[src/rtl/cvp_pkg.sv]
package cvp_pkg;

   // Sweep pass: which (used, changed) class the current pass accepts.
   typedef enum logic [0:0] {
      PASS_QUIET = 1'b0,   // accept (0,0), touch nothing
      PASS_CLEAR = 1'b1    // accept (0,1), strip used bits while passing
   } sweep_pass_e;

   typedef enum logic [0:0] {
      ST_IDLE = 1'b0,
      ST_SCAN = 1'b1
   } sweep_state_e;

   // Bound on frames examined by an undisturbed search, per frame count.
   localparam int unsigned SWEEP_PASSES_MAX = 4;

endpackage

[src/rtl/cvp_bit_bank.sv]
module cvp_bit_bank #(
   parameter  int unsigned NFRAMES = 8,
   localparam int unsigned IDX_W   = (NFRAMES > 1) ? $clog2(NFRAMES) : 1
) (
   input  logic               clk,
   input  logic               rst_n,
   input  logic               acc_valid,
   input  logic               acc_write,
   input  logic [IDX_W-1:0]   acc_frame,
   input  logic               fill_valid,
   input  logic [IDX_W-1:0]   fill_frame,
   input  logic               sweep_clr,
   input  logic [IDX_W-1:0]   sweep_idx,
   output logic [NFRAMES-1:0] used_vec,
   output logic [NFRAMES-1:0] chg_vec
);

   initial begin : p_param_chk
      assert (NFRAMES >= 2) else $error("cvp_bit_bank: NFRAMES must be at least 2");
   end

   for (genvar i = 0; i < NFRAMES; i++) begin : g_frame
      logic hit_acc;
      logic hit_fill;
      logic hit_sweep;
      logic used_q;
      logic chg_q;

      assign hit_acc   = acc_valid  && (acc_frame  == IDX_W'(i));
      assign hit_fill  = fill_valid && (fill_frame == IDX_W'(i));
      assign hit_sweep = sweep_clr  && (sweep_idx  == IDX_W'(i));

      // Used bit: any access sets it; a load or a clearing pass drops it.
      always_ff @(posedge clk) begin
         if (!rst_n) begin
            used_q <= 1'b0;
         end else if (hit_acc) begin
            used_q <= 1'b1;
         end else if (hit_fill || hit_sweep) begin
            used_q <= 1'b0;
         end
      end

      // Changed bit: only a write sets it; only a load drops it.
      always_ff @(posedge clk) begin
         if (!rst_n) begin
            chg_q <= 1'b0;
         end else if (hit_acc && acc_write) begin
            chg_q <= 1'b1;
         end else if (hit_fill) begin
            chg_q <= 1'b0;
         end
      end

      assign used_vec[i] = used_q;
      assign chg_vec[i]  = chg_q;
   end


   wr_sets_both_chk: assert property (@(posedge clk) disable iff (!rst_n)
      (acc_valid && acc_write) |=> (used_vec[$past(acc_frame)] && chg_vec[$past(acc_frame)]));


   rd_sets_used_chk: assert property (@(posedge clk) disable iff (!rst_n)
      acc_valid |=> used_vec[$past(acc_frame)]);


   fill_clears_chk: assert property (@(posedge clk) disable iff (!rst_n)
      (fill_valid && !(acc_valid && (acc_frame == fill_frame)))
      |=> (!used_vec[$past(fill_frame)] && !chg_vec[$past(fill_frame)]));

endmodule

[src/rtl/cvp_frame_eval.sv]
module cvp_frame_eval #(
   parameter  int unsigned NFRAMES = 8,
   localparam int unsigned IDX_W   = (NFRAMES > 1) ? $clog2(NFRAMES) : 1
) (
   input  logic [NFRAMES-1:0]   used_vec,
   input  logic [NFRAMES-1:0]   chg_vec,
   input  logic [IDX_W-1:0]     sel,
   input  cvp_pkg::sweep_pass_e pass,
   output logic                 sel_used,
   output logic                 sel_chg,
   output logic                 take,
   output logic                 strip
);
   import cvp_pkg::*;

   logic [1:0] cls;

   assign sel_used = used_vec[sel];
   assign sel_chg  = chg_vec[sel];
   assign cls      = {sel_used, sel_chg};

   // Class accepted by each pass; the clearing pass strips used frames.
   always_comb begin
      take  = 1'b0;
      strip = 1'b0;
      unique case (pass)
         PASS_QUIET: take = (cls == 2'b00);
         PASS_CLEAR: begin
            take  = (cls == 2'b01);
            strip = sel_used;
         end
         default: begin
            take  = 1'b0;
            strip = 1'b0;
         end
      endcase
   end

endmodule

[src/rtl/cvp_sweep_ctrl.sv]
module cvp_sweep_ctrl #(
   parameter  int unsigned NFRAMES = 8,
   localparam int unsigned IDX_W   = (NFRAMES > 1) ? $clog2(NFRAMES) : 1,
   localparam int unsigned CNT_W   = IDX_W + 4
) (
   input  logic                 clk,
   input  logic                 rst_n,
   input  logic                 req_valid,
   output logic                 req_ready,
   input  logic                 take,
   input  logic                 strip,
   input  logic                 sel_chg,
   input  logic                 disturb,
   output logic [IDX_W-1:0]     sel,
   output cvp_pkg::sweep_pass_e pass,
   output logic                 sweep_clr,
   output logic                 done,
   output logic [IDX_W-1:0]     victim_frame,
   output logic                 victim_dirty
);
   import cvp_pkg::*;

   localparam logic [IDX_W-1:0] LAST      = IDX_W'(NFRAMES - 1);
   localparam int unsigned      SCAN_MAX  = SWEEP_PASSES_MAX * NFRAMES;

   sweep_state_e     state_q;
   sweep_pass_e      pass_q;
   logic [IDX_W-1:0] cur_q;
   logic [IDX_W-1:0] step_q;
   logic [IDX_W-1:0] hand_q;
   logic [IDX_W-1:0] cur_nxt;
   logic             done_q;
   logic [IDX_W-1:0] vic_q;
   logic             vdirty_q;
   logic             scanning;

   assign scanning = (state_q == ST_SCAN);

   // Circular successor: free wrap for a power-of-two frame count.
   if ((1 << IDX_W) == NFRAMES) begin : g_wrap_pow2
      assign cur_nxt = cur_q + 1'b1;
   end else begin : g_wrap_cmp
      assign cur_nxt = (cur_q == LAST) ? '0 : cur_q + 1'b1;
   end

   always_ff @(posedge clk) begin
      if (!rst_n) begin
         state_q  <= ST_IDLE;
         pass_q   <= PASS_QUIET;
         cur_q    <= '0;
         step_q   <= '0;
         hand_q   <= '0;
         done_q   <= 1'b0;
         vic_q    <= '0;
         vdirty_q <= 1'b0;
      end else begin
         done_q <= 1'b0;
         unique case (state_q)
            ST_IDLE: begin
               if (req_valid) begin
                  state_q <= ST_SCAN;
                  cur_q   <= hand_q;
                  step_q  <= '0;
                  pass_q  <= PASS_QUIET;
               end
            end
            ST_SCAN: begin
               if (take) begin
                  done_q   <= 1'b1;
                  vic_q    <= cur_q;
                  vdirty_q <= sel_chg;
                  hand_q   <= cur_nxt;
                  state_q  <= ST_IDLE;
               end else begin
                  cur_q <= cur_nxt;
                  if (step_q == LAST) begin
                     step_q <= '0;
                     pass_q <= (pass_q == PASS_QUIET) ? PASS_CLEAR : PASS_QUIET;
                  end else begin
                     step_q <= step_q + 1'b1;
                  end
               end
            end
            default: state_q <= ST_IDLE;
         endcase
      end
   end

   assign req_ready    = !scanning;
   assign sel          = cur_q;
   assign pass         = pass_q;
   assign sweep_clr    = scanning && strip && !take;
   assign done         = done_q;
   assign victim_frame = vic_q;
   assign victim_dirty = vdirty_q;

   // Checker state: scan length and whether the bits were touched.
   logic [CNT_W-1:0] scan_cnt_q;
   logic             touched_q;

   always_ff @(posedge clk) begin
      if (!rst_n) begin
         scan_cnt_q <= '0;
         touched_q  <= 1'b0;
      end else if (!scanning) begin
         scan_cnt_q <= '0;
         touched_q  <= 1'b0;
      end else begin
         if (scan_cnt_q != '1) scan_cnt_q <= scan_cnt_q + 1'b1;
         if (disturb) touched_q <= 1'b1;
      end
   end


   scan_bound_chk: assert property (@(posedge clk) disable iff (!rst_n)
      (scanning && !touched_q) |-> (scan_cnt_q < CNT_W'(SCAN_MAX)));


   done_pulse_chk: assert property (@(posedge clk) disable iff (!rst_n)
      done |=> !done);


   accept_busy_chk: assert property (@(posedge clk) disable iff (!rst_n)
      (req_valid && req_ready) |=> (!req_ready && !done));


   hand_step_chk: assert property (@(posedge clk) disable iff (!rst_n)
      (done && (victim_frame != LAST)) |-> (hand_q == victim_frame + 1'b1));

endmodule

[src/rtl/clock_victim_picker.sv]
module clock_victim_picker #(
   parameter  int unsigned NFRAMES = 8,
   localparam int unsigned IDX_W   = (NFRAMES > 1) ? $clog2(NFRAMES) : 1
) (
   input  logic             clk,
   input  logic             rst_n,
   input  logic             acc_valid,
   input  logic             acc_write,
   input  logic [IDX_W-1:0] acc_frame,
   input  logic             fill_valid,
   input  logic [IDX_W-1:0] fill_frame,
   input  logic             req_valid,
   output logic             req_ready,
   output logic             done,
   output logic [IDX_W-1:0] victim_frame,
   output logic             victim_dirty
);
   import cvp_pkg::*;

   logic [NFRAMES-1:0] used_vec;
   logic [NFRAMES-1:0] chg_vec;
   logic [IDX_W-1:0]   sel;
   sweep_pass_e        pass;
   logic               sel_used;
   logic               sel_chg;
   logic               take;
   logic               strip;
   logic               sweep_clr;
   logic               disturb;

   assign disturb = acc_valid || fill_valid;

   cvp_bit_bank #(.NFRAMES(NFRAMES)) u_bank (
      .clk        (clk),
      .rst_n      (rst_n),
      .acc_valid  (acc_valid),
      .acc_write  (acc_write),
      .acc_frame  (acc_frame),
      .fill_valid (fill_valid),
      .fill_frame (fill_frame),
      .sweep_clr  (sweep_clr),
      .sweep_idx  (sel),
      .used_vec   (used_vec),
      .chg_vec    (chg_vec)
   );

   cvp_frame_eval #(.NFRAMES(NFRAMES)) u_eval (
      .used_vec (used_vec),
      .chg_vec  (chg_vec),
      .sel      (sel),
      .pass     (pass),
      .sel_used (sel_used),
      .sel_chg  (sel_chg),
      .take     (take),
      .strip    (strip)
   );

   cvp_sweep_ctrl #(.NFRAMES(NFRAMES)) u_ctrl (
      .clk          (clk),
      .rst_n        (rst_n),
      .req_valid    (req_valid),
      .req_ready    (req_ready),
      .take         (take),
      .strip        (strip),
      .sel_chg      (sel_chg),
      .disturb      (disturb),
      .sel          (sel),
      .pass         (pass),
      .sweep_clr    (sweep_clr),
      .done         (done),
      .victim_frame (victim_frame),
      .victim_dirty (victim_dirty)
   );

   // a quiet pass never strips a used bit.
   quiet_no_strip_chk: assert property (@(posedge clk) disable iff (!rst_n)
      (pass == PASS_QUIET) |-> !sweep_clr);

   // a frame that is stripped still had its used bit set.
   strip_used_chk: assert property (@(posedge clk) disable iff (!rst_n)
      sweep_clr |-> sel_used);

endmodule

[config.mk]
export PLATFORM = sky130hd
export DESIGN_NAME = clock_victim_picker
export DESIGN_NICKNAME = d
export VERILOG_FILES = /design/src/rtl/cvp_pkg.sv /design/src/rtl/cvp_bit_bank.sv /design/src/rtl/cvp_frame_eval.sv /design/src/rtl/cvp_sweep_ctrl.sv /design/src/rtl/clock_victim_picker.sv
export SDC_FILE = /design/constraint.sdc
export NUM_CORES = 1
export LEC_CHECK = 0
export BUFFER_PORTS_ARGS = -buffer_cell sky130_fd_sc_hd__buf_4
export CORE_MARGIN = 3
export CORE_UTILIZATION = 45
export DETAILED_ROUTE_END_ITERATION = 8
export PLACE_DENSITY = 0.75
export SLEW_MARGIN = 10
export SYNTH_ARGS = -nofsm -noshare
export SYNTH_HDL_FRONTEND = slang
export SYNTH_SLANG_ARGS = --single-unit
export TNS_END_PERCENT = 30
[constraint.sdc]
create_clock -name clk -period 3.2 [get_ports clk]
set_clock_uncertainty 0.2 [all_clocks]
set_input_delay 0.16 -clock clk [delete_from_list [all_inputs] [get_ports clk]]
set_output_delay 0.16 -clock clk [all_outputs]
set_load 0.03 [all_outputs]
## Word-level counts from Yosys, hierarchy flattened

Cells that the tools add are included.

| word-level totals | value |
|---|---|
| register bits | 32 |
| bits of input ports | 12 |
| output and inout bits | 6 |
| logic and storage cells | 177 |

| operators by class | value |
|---|---|
| add/sub/neg operators | 2 |
| order comparisons | 1 |
| equality and inequality tests | 26 |
| multiplexer cells | 54 |
| bitwise logic cells | 2 |
| reductions and logical operators | 68 |

Operator list:

| operator | count |
|---|---|
| $mux W1 | 42 |
| $eq A3 B3 Y1 const B | 13 |
| $logic_and A1 B1 Y1 | 34 |
| $reduce_bool A2 Y1 | 16 |
| $eq A3 B2 Y1 const B | 6 |
| $mux W3 | 5 |
| $pmux W3 S2 | 2 |
| $eq A3 B1 Y1 const B | 3 |
| $logic_not A3 Y1 | 3 |
| $logic_or A1 B1 Y1 | 8 |
| $add A3 B1 Y3 const B | 2 |
| $bmux W1 S3 | 2 |
| $ne A2 B2 Y1 const B | 3 |
| $pmux W1 S2 | 3 |
| $reduce_and A2 Y1 | 3 |
| $lt A3 B4 Y1 const B | 1 |
| $reduce_and A3 Y1 | 1 |
| $eq A2 B1 Y1 const B | 1 |
| $logic_not A1 Y1 | 2 |
| $logic_not A2 Y1 | 1 |
| $not A1 Y1 | 2 |

## Depth between registers and ports, before layout

Gate-level depths: netlist of run 1.

| logic depth | value |
|---|---|
| depth after elaboration | 10 |
| depth in mapped cells | 7 |
| mapped depth without buffers | 5 |

## Hierarchy

From an unflattened synthesis of run 1, not the netlist that was laid out.

| unflattened totals | value |
|---|---|
| cell total of the unflattened synthesis | 185 |
| area total of the unflattened synthesis | 1809.2 um^2 |

Modules (own cells, without submodules):

| module | instances | cells an instance | area each (um^2) |
|---|---|---|---|
| cvp_bit_bank | 1 | 98 | 920.9 |
| cvp_sweep_ctrl | 1 | 76 | 726.9 |
| cvp_frame_eval | 1 | 10 | 155.1 |
| clock_victim_picker | 1 | 1 | 6.3 |

## Worst setup path after synthesis of run 1

No wires, ideal clock.

| timing | value |
|---|---|
| path type | register to register |
| start point | reg u_ctrl.cur_q[0], in the netlist u_ctrl.sel[0] |
| end point | reg u_ctrl.cur_q[2], in the netlist u_ctrl.sel[2] |
| arrival | 1.944 ns |
| setup slack | 0.985 ns |
| stages on the path, launching flop included | 7 |
| buffers on the path | 1 |
| clock period less this slack | 2.215 ns |
| cell sequence | dfxtp_1 buf_6 mux4_2 mux2i_4 mux2_2 nand2_2 mux2i_1 |

| on the way | value |
|---|---|
| longest elaborated chain between the ends | 6 |

Ends and longest elaborated chain:

| item | line | RTL |
|---|---|---|
| start, declared | cvp_sweep_ctrl.sv:28 | `logic [IDX_W-1:0] cur_q;` |
| start signal, assigned | cvp_sweep_ctrl.sv:62 | `cur_q <= hand_q;` |
| start signal, assigned | cvp_sweep_ctrl.sv:75 | `cur_q <= cur_nxt;` |
| $bmux W1 S3 (on tied branches) | cvp_frame_eval.sv:19, cvp_frame_eval.sv:18 |  |
| $mux W1 (on tied branches) | cvp_frame_eval.sv:19, cvp_frame_eval.sv:18 |  |
| $eq A2 B1 Y1 / $logic_not A2 Y1 (equally long branches) | cvp_frame_eval.sv:29, cvp_frame_eval.sv:27 |  |
| $pmux W1 S2 | cvp_frame_eval.sv:26 | `unique case (pass)` |
| $ne A2 B2 Y1 (no line) | n/a |  |
| $reduce_and A2 Y1 (no line) | n/a |  |

Parallel ways exist; a longest one is shown, timed or not. The select of a mux whose other input is x is not followed.
A chain may end at the register's enable or synchronous reset.

## Worst setup path in the final report of run 1

| timing | value |
|---|---|
| start point | reg u_ctrl.cur_q[0], in the netlist u_ctrl.sel[0] |
| end point | reg u_ctrl.cur_q[0], in the netlist u_ctrl.sel[0] |

Same word-level chain as after synthesis.

==> reports/metrics.csv, run 1 <==
stage,metric,value,unit
drt,wire per inst,14.75,um
placed_design,Port Buffer Count,17,
drt,initial DRC count,106,
worst_setup_path,CP Cell Sequence,"mux4_2, mux2i_4, xor2_4, a211oi_1, o2bb2ai_1",
synth,synthesized flop and latch total,32,
global_route,vias in the first global route,1241,
hold_path,Worst Hold Class,input pin to flip-flop,
timing,Final Hold Viols,0,
cells_and_area,most frequent cells in the layout,"dfxtp_1, nand2_1, buf_4, nand3_1, nor2_1",
global_route,gr ovfl total,0,
worst_setup_path,WP data arrival,2.50,ns
cells_and_area,fin nets,223,
cells_and_area,share of cells above drive strength 1,18.63,%
placed_design,Placed Area,1833,um^2
drt,via count,1409,
timing,final count of pins violating max slew,0,
pwr,pwr dens,473.8,nW/um^2
die,Core Area,3495,um^2
placed_design,post-DP HPWL,2.752,mm
die,die area,4556,um^2
worst_setup_path,crit path max-delay cell type,mux4_2,
drt,DRC Markers,0,
cts,CTS H-tree depth,2,
cts,root buf cell,clkbuf_8,
timing,fin crit share,77.85,%
cells_and_area,post-layout util,56.93,%
synth,"area leader, netlist",dfxtp_1,
die,row count,21,
timing,Setup-failing EPs final,0,
global_route,first-pass GRT wire length,6.065,mm
synth,Netlist cell types,40,
timing,fmax,0.4014,GHz
timing,slew of the pin with the lowest slew margin,0.6613,ns
drt,routed wire length,3.688,mm
synth,Gate Count Post-Synth,186,
cells_and_area,"most common cell after layout, fill and taps aside",dfxtp_1,
cells_and_area,Area Overhead vs Synth,16.91,%
cts,worst-skew pair later-pin latency,0.29,ns
die,Initial Util,48.69,%
outcome,status,completed,
synth,Avg Synthesized Cell Area,9.149,um^2
worst_setup_path,crit start category,flip-flop,
pwr,Static Leak,0.7928,nW
synth,"Seq/Total Area, Yosys",37.65,%
run,max-cap violations,0,
drt,Vias/cell,5.636,
drt,First-pass DRT Iterations,4,
synth,Synth area leaders,"dfxtp_1, ha_1, mux4_2",
cts,buffer count from post-CTS setup fixing,0,
cells_and_area,# diodes,0,
worst_setup_path,Setup crit end kind,flip-flop,
synth,synth warn,0,
pwr,Worst VDD drop,0.3520,mV
timing,Max-slew headroom,55.86,%
cts,CTS tree,done,
worst_setup_path,Setup crit start,u_ctrl.sel[0]$_SDFFE_PN0P_,
cells_and_area,post-route cell area,1989,um^2
synth,share of the synthesized area in the top cell type,37.65,%
worst_setup_path,"slowest stage delay, CP",0.59,ns
cts,CTS clock-pin slew for the worst setup and hold paths,0.07,ns
cts,Clock Sink Count,32,
die,width of the die,67.50,um
die,die extent in y,67.50,um
timing,Final TNS setup,0,ns
worst_setup_path,Setup Crit Path Kind,flip-flop to flip-flop,
placed_design,routability cong.,0.7640,
cts,cts bufs inserted,5,
global_route,GRT Overall Usage,18.20,%
synth,syn nets,206,
global_route,initial antenna violation count,0,
die,io pins,18,
worst_setup_path,worst r2r src,u_ctrl.sel[0]$_SDFFE_PN0P_,
cts,Clock Path Buffers,2,
worst_setup_path,Critical Path Fanout Max,10,
worst_setup_path,Worst Path Required,3.21,ns
hold_path,Hold Path Origin,acc_valid,
timing,unrepaired setup endpoints after global routing,no,
synth,cell area after synthesis,1702,um^2
timing,Final min period,2.491,ns
drt,Final ANT Viol Nets,0,
global_route,largest net degree at the start of global routing,22,
==> path summary, 6_finish.rpt <==
kind / endpoint / slack, ns / cells after the start
worst min-delay path: u_bank.g_frame[5].used_q$_SDFFE_PN0P_ / 0.002 / 3
worst max register to register: u_ctrl.sel[0]$_SDFFE_PN0P_ / 0.71 / 5
worst min register to register: u_ctrl.victim_frame[1]$_SDFFE_PN0P_ / 0.27 / 2
worst max-delay path: u_ctrl.sel[0]$_SDFFE_PN0P_ / 0.71 / 5
==> where the power goes <==
| group | internal [W] | switching, W | total [W] | leakage (nW) |
|---|---|---|---|---|
| Combinational | 0.0000425 | 0.0000529 | 0.0000954 | 0.469 |
| Sequential | 0.000411 | 0.0000139 | 0.000424 | 0.260 |
| Clock | 0.000275 | 0.000148 | 0.000423 | 0.0645 |
==> cells by family after synthesis <==
family	synth area share [%]
adders and majority gates	5.883
AOI/OAI and AO/OA	15.15
muxes	13.46
and+or+nand+nor	20.81
xor gates and xnor gates	2.133
buffers and inverters	4.926
DFF	37.65
==> registers in the layout, indices dropped and copies added (netlist names) <==
signal,flops
u_ctrl.hand_q,3
u_ctrl.step_q,3
u_bank.g_frame.used_q,8
u_ctrl.scanning,1
u_bank.g_frame.chg_q,8
u_ctrl.victim_dirty,1
u_ctrl.sel,3
u_ctrl.victim_frame,3
u_ctrl.done,1
u_ctrl.pass,1
==> critical path, delay by kind of cell (launching register included) <==
kind | cells | cell delay, ns
xor gates and xnor gates | 1 | 0.16
DFF | 1 | 0.58
AOI/OAI and AO/OA | 2 | 0.58
muxes | 2 | 0.90
==> through the flow <==
stage               cells  power [W]  hold WS [ns]  setup WS, ns
floorplan             186  0.0004953        0.1307        0.9846
global placement      239  0.0005231        0.2510        0.6947
detailed placement    239  0.0005244        0.2560        0.6952
CTS                   250  0.0009505     0.0008554        0.6745
global route          250  0.0009811       0.02403        0.5080
finish                250  0.0009427      0.001858        0.7088
==> metal layers <==
layer  wire length (um)  vias to the layer above  GRT usage, %
met3                244                        9         5.158
met5                  0                        -             0
li1                   -                      705             -
met2               1610                       49         24.18
met1               1745                      646         25.83
met4                 88                        0         10.63
==> cell type report <==
| class | count | area (um^2) |
|---|---|---|
| tap | 46 | 57.56 |
| clock buffer | 7 | 96.34 |
| inverter | 8 | 30.03 |
| timing repair buffer | 20 | 157.7 |
| clock inverter | 1 | 30.03 |
| fill | 297 | 1505 |
| multi-input combinational | 136 | 977.2 |
| sequential | 32 | 640.6 |
==> timing repair <==
item | in CTS | in global routing
hold buffers | 3 | 0
gates resized for setup | 0 | 0
endpoints found under the hold margin | 7 | 0
==> synth_stat cells <==
cell type,instances
or3b_2,1
a21o_1,2
or2_2,1
nand2_1,22
buf_1,1
and3b_1,1
o2bb2ai_1,3
a311oi_1,1
or4_1,1
o22ai_1,6
o211ai_1,1
mux2i_1,6
buf_6,2
a211oi_1,1
mux2_2,3
nor3b_1,2
nor2b_1,4
nand2b_1,2
a22oi_1,4
buf_2,1
mux4_2,4
nor4_1,1
a32oi_1,4
nand4_1,1
and2_1,1
mux2i_4,2
nor2_1,13
a31oi_1,2
dfxtp_1,32
ha_1,8
xnor2_1,1
xor2_4,1
nand3_1,14
and3_1,7
a21oi_1,11
o21ai_0,3
clkbuf_1,6
a21boi_0,1
nand2_2,1
inv_1,8
No activity file was read; power rests on OpenSTA's default activity.
==> run 2, diff against run 1 <==
Settings changed: ABC_AREA from default to 1.
Clock period 3.2 ns to 2.4 ns, I/O delays scaled along.
==> reports/metrics.csv, run 2 <==
stage,metric,value,unit,change
outcome,status,completed,,unchanged
placed_design,Port Buffer Count,17,,unchanged
cts,Clock Path Buffers,2,,unchanged
die,io pins,18,,unchanged
synth,Compound-Gate Fraction of Synth Area,10.80,%,was 15.15%
synth,ys flop type,dfxtp_1,,unchanged
cells_and_area,fillers,389,,was 297
cts,CTS-repair resized insts,0,,unchanged
synth,Avg Synthesized Cell Area,6.771,um^2,was 9.149 um^2
synth,cell area after synthesis,1760,um^2,was 1702 um^2
timing,Max-slew headroom,77.64,%,was 55.86%
timing,final count of pins violating max slew,0,,unchanged
die,row count,22,,was 21
worst_setup_path,Setup crit end kind,flip-flop,,unchanged
global_route,GRT Overall Usage,17.07,%,was 18.20%
synth,mux share of post-synthesis cell area,0,%,was 13.46%
worst_setup_path,CP Cell Sequence,"inv_1, nand3_1, nand3_2, nand2_1, nand2_1, nand2_2, nand2_4, inv_2, nand2_1, nand2_1, nor2_1",,"was mux4_2, mux2i_4, xor2_4, a211oi_1, o2bb2ai_1"
worst_setup_path,"delay-heaviest family, CP",simple AND/OR/NAND/NOR gates,,was multiplexers
worst_setup_path,Buf/Inv on CP,2,,was 0
cells_and_area,Area Overhead vs Synth,16.99,%,was 16.91%
die,die area,4698,um^2,was 4556 um^2
cts,Clock Sink Count,32,,unchanged
cts,CTS tree,done,,unchanged
cells_and_area,share of cells above drive strength 1,17.31,%,was 18.63%
die,die extent in y,68.55,um,was 67.50 um
worst_setup_path,"slowest stage delay, CP",0.50,ns,was 0.59 ns
timing,Setup-failing EPs final,0,,unchanged
global_route,GR peak layer,met2,,was met1
cells_and_area,fin nets,302,,was 223
pwr,pwr dens,721.1,nW/um^2,was 473.8 nW/um^2
timing,fmax,0.5379,GHz,was 0.4014 GHz
placed_design,routability cong.,0.8820,,was 0.7640
cells_and_area,"most common cell after layout, fill and taps aside",nand2_1,,was dfxtp_1
drt,initial DRC count,69,,was 106
synth,async set-or-reset flop fraction in the synthesized netlist,0,%,unchanged
synth,Post-synth top cells,"nand2_1, inv_1, nor2_1, dfxtp_1, nand3_1",,"was dfxtp_1, nand2_1, nand3_1, nor2_1, a21oi_1"
timing,Final min period,1.859,ns,was 2.491 ns
placed_design,Place WS,0.5589,ns,was 0.6952 ns
synth,synth warn,0,,unchanged
hold_path,Worst Hold Class,input pin to flip-flop,,unchanged
cts,worst-skew pair later-pin latency,0.28,ns,was 0.29 ns
timing,Final Hold Viols,0,,unchanged
worst_setup_path,crit start category,flip-flop,,unchanged
run,max-cap violations,0,,unchanged
worst_setup_path,worst r2r src,u_ctrl.sel[1]$_SDFFE_PN0P_,,was u_ctrl.sel[0]$_SDFFE_PN0P_
synth,simple-gate area share of the yosys netlist,35.96,%,was 20.81%
timing,Final Worst Setup Slack,0.5411,ns,was 0.7088 ns
cts,CTS H-tree depth,2,,unchanged
synth,Post-synth EDFFs,0,,unchanged
pwr,Static Leak,0.8758,nW,was 0.7928 nW
cts,Hold Buf Count CTS,2,,was 3
pwr,Worst VDD drop,0.3921,mV,was 0.3520 mV
worst_setup_path,Worst Path Required,2.38,ns,was 3.21 ns
synth,Synth area leaders,"dfxtp_1, nand2_1, inv_1",,"was dfxtp_1, ha_1, mux4_2"
cells_and_area,Layout Cells excl Fill,331,,was 250
drt,First-pass DRT Iterations,5,,was 4
drt,via count,1577,,was 1409
drt,Vias/cell,4.764,,was 5.636
global_route,met1 global-route usage,22.62,%,was 25.83%
global_route,largest net degree at the start of global routing,19,,was 22
synth,share of the synthesized area in the top cell type,36.39,%,was 37.65%
timing,slew of the pin with the lowest slew margin,0.3333,ns,was 0.6613 ns
die,width of the die,68.55,um,was 67.50 um
drt,DRC Markers,0,,unchanged
synth,post-synthesis adder-cell area fraction,5.686,%,was 5.882%
global_route,grt met2 use,26.34,%,was 24.18%
drt,Final ANT Viol Nets,0,,unchanged
worst_setup_path,Critical Path Fanout Max,18,,was 10
cts,root buf cell,clkbuf_8,,unchanged
global_route,vias in the first global route,1317,,was 1241
drt,wire per inst,10.96,um,was 14.75 um
worst_setup_path,WP data arrival,1.84,ns,was 2.50 ns
synth,synthesized flop and latch total,32,,unchanged
cells_and_area,most frequent cells in the layout,"nand2_1, inv_1, nor2_1, dfxtp_1, nand3_1",,"was dfxtp_1, nand2_1, buf_4, nand3_1, nor2_1"
timing,Final TNS setup,0,ns,unchanged
placed_design,post-DP HPWL,2.745,mm,was 2.752 mm
global_route,met3 Usage GRT,5.348,%,was 5.158%
global_route,gr ovfl total,0,,unchanged
worst_setup_path,Setup crit start,u_ctrl.sel[1]$_SDFFE_PN0P_,,was u_ctrl.sel[0]$_SDFFE_PN0P_
worst_setup_path,Crit path top cell by count,nand2_1,,
synth,Gate Count Post-Synth,260,,was 186
global_route,first-pass GRT wire length,5.920,mm,was 6.065 mm
worst_setup_path,crit path max-delay cell type,dfxtp_1,,was mux4_2
synth,syn nets,280,,was 206
timing,unrepaired setup endpoints after global routing,no,,unchanged
synth,Netlist cell types,24,,was 40
synth,"count leader, synth",nand2_1,,was dfxtp_1
cts,CTS clock-pin slew for the worst setup and hold paths,0.07,ns,about the same
die,Initial Util,47.37,%,was 48.69%
synth,main combinational cell family by area after synthesis,simple AND/OR/NAND/NOR gates,,unchanged
cells_and_area,# diodes,0,,unchanged
cts,cts bufs inserted,5,,unchanged
worst_setup_path,Setup Crit Path Kind,flip-flop to flip-flop,,unchanged
synth,"Seq/Total Area, Yosys",36.39,%,was 37.65%
cells_and_area,Largest regs,"u_bank.g_frame.chg_q (8), u_bank.g_frame.used_q (8)",,unchanged
hold_path,Hold Path Origin,acc_frame[0],,was acc_valid
drt,routed wire length,3.628,mm,was 3.688 mm
synth,"area leader, netlist",dfxtp_1,,unchanged
synth,XOR/XNOR share of the synthesized area,0,%,was 2.132%
die,Core Area,3716,um^2,was 3495 um^2
timing,fin crit share,77.45,%,was 77.85%
placed_design,placed insts,321,,was 239
global_route,initial antenna violation count,0,,unchanged
cts,buffer count from post-CTS setup fixing,0,,unchanged
## run 2: changes by cell type in the layout (fill, tap and decap cells not counted), sizes merged, moves of 6 or more
cell	before	now
nand3	14	29
and3	7	0
inv	8	40
nand2	23	70
nor2	13	36
mux2i	8	0
o22ai	6	0
a21oi	11	24
## run 2: area by class of cell
class	count	area, um^2	area share, %
Clock inverter	3	42.54	2.066
Inverter	41	153.9	7.473
Sequential cell	32	640.6	31.11
Multi-Input combinational cell	180	923.4	44.84
Tap cell	48	60.06	2.916
Timing Repair Buffer	22	170.2	8.262
Clock buffer	5	68.82	3.341
## run 2: power by group
group | total, W | leakage, nW | switching (W) | internal, W
registers | 0.000612 | 0.260 | 0.0000359 | 0.000576
logic | 0.000367 | 0.561 | 0.000235 | 0.000132
clock network | 0.000506 | 0.0541 | 0.000200 | 0.000307
total | 0.00149 | 0.876 | 0.000470 | 0.00101
## run 2: path summary, 6_finish.rpt
check | to | slack (ns) | cells after the start
max | u_ctrl.victim_frame[0]$_SDFFE_PN0P_ | 0.54 | 11
min | u_bank.g_frame[2].used_q$_SDFFE_PN0P_ | 0.03 | 6
max reg2reg | u_ctrl.victim_frame[0]$_SDFFE_PN0P_ | 0.54 | 11
min reg2reg | u_ctrl.hand_q[1]$_SDFFE_PN0P_ | 0.25 | 2
## run 2: kinds of logic after synthesis
family,Yosys count
flops,32
simple gates,139
compound gates,33
buf+inv,48
fa+ha+maj,8
## run 2: worst min-delay path, stage by stage
cell	delay [ns]
buf_4	0.10
nor2_1	0.04
inv_1	0.05
nor2_1	0.05
inv_1	0.04
a21oi_1	0.05
## run 2: through the flow
step / total power [W] / cell area, um^2 / hold WS [ns] / utilization (%)
3_3_place_gp: 0.0009850 / 1928 / 0.2033 / 51.89
6_report: 0.001485 / 2059 / 0.02688 / 55.42
4_1_cts: 0.001500 / 2059 / 0.01958 / 55.42
5_1_grt: 0.001575 / 2059 / 0.05959 / 55.42
2_1_floorplan: 0.0009008 / 1760 / 0.04071 / -
3_5_place_dp: 0.0009870 / 1928 / 0.2046 / 51.89
## run 2: routing by layer
| layer | share of wire, % | vias up | routed length (um) |
|---|---|---|---|
| met5 | 0 | - | 0 |
| met4 | 0.99 | 0 | 36 |
| met3 | 3.4 | 4 | 123 |
| met2 | 48 | 25 | 1734 |
| met1 | 48 | 694 | 1734 |
| li1 | - | 854 | - |
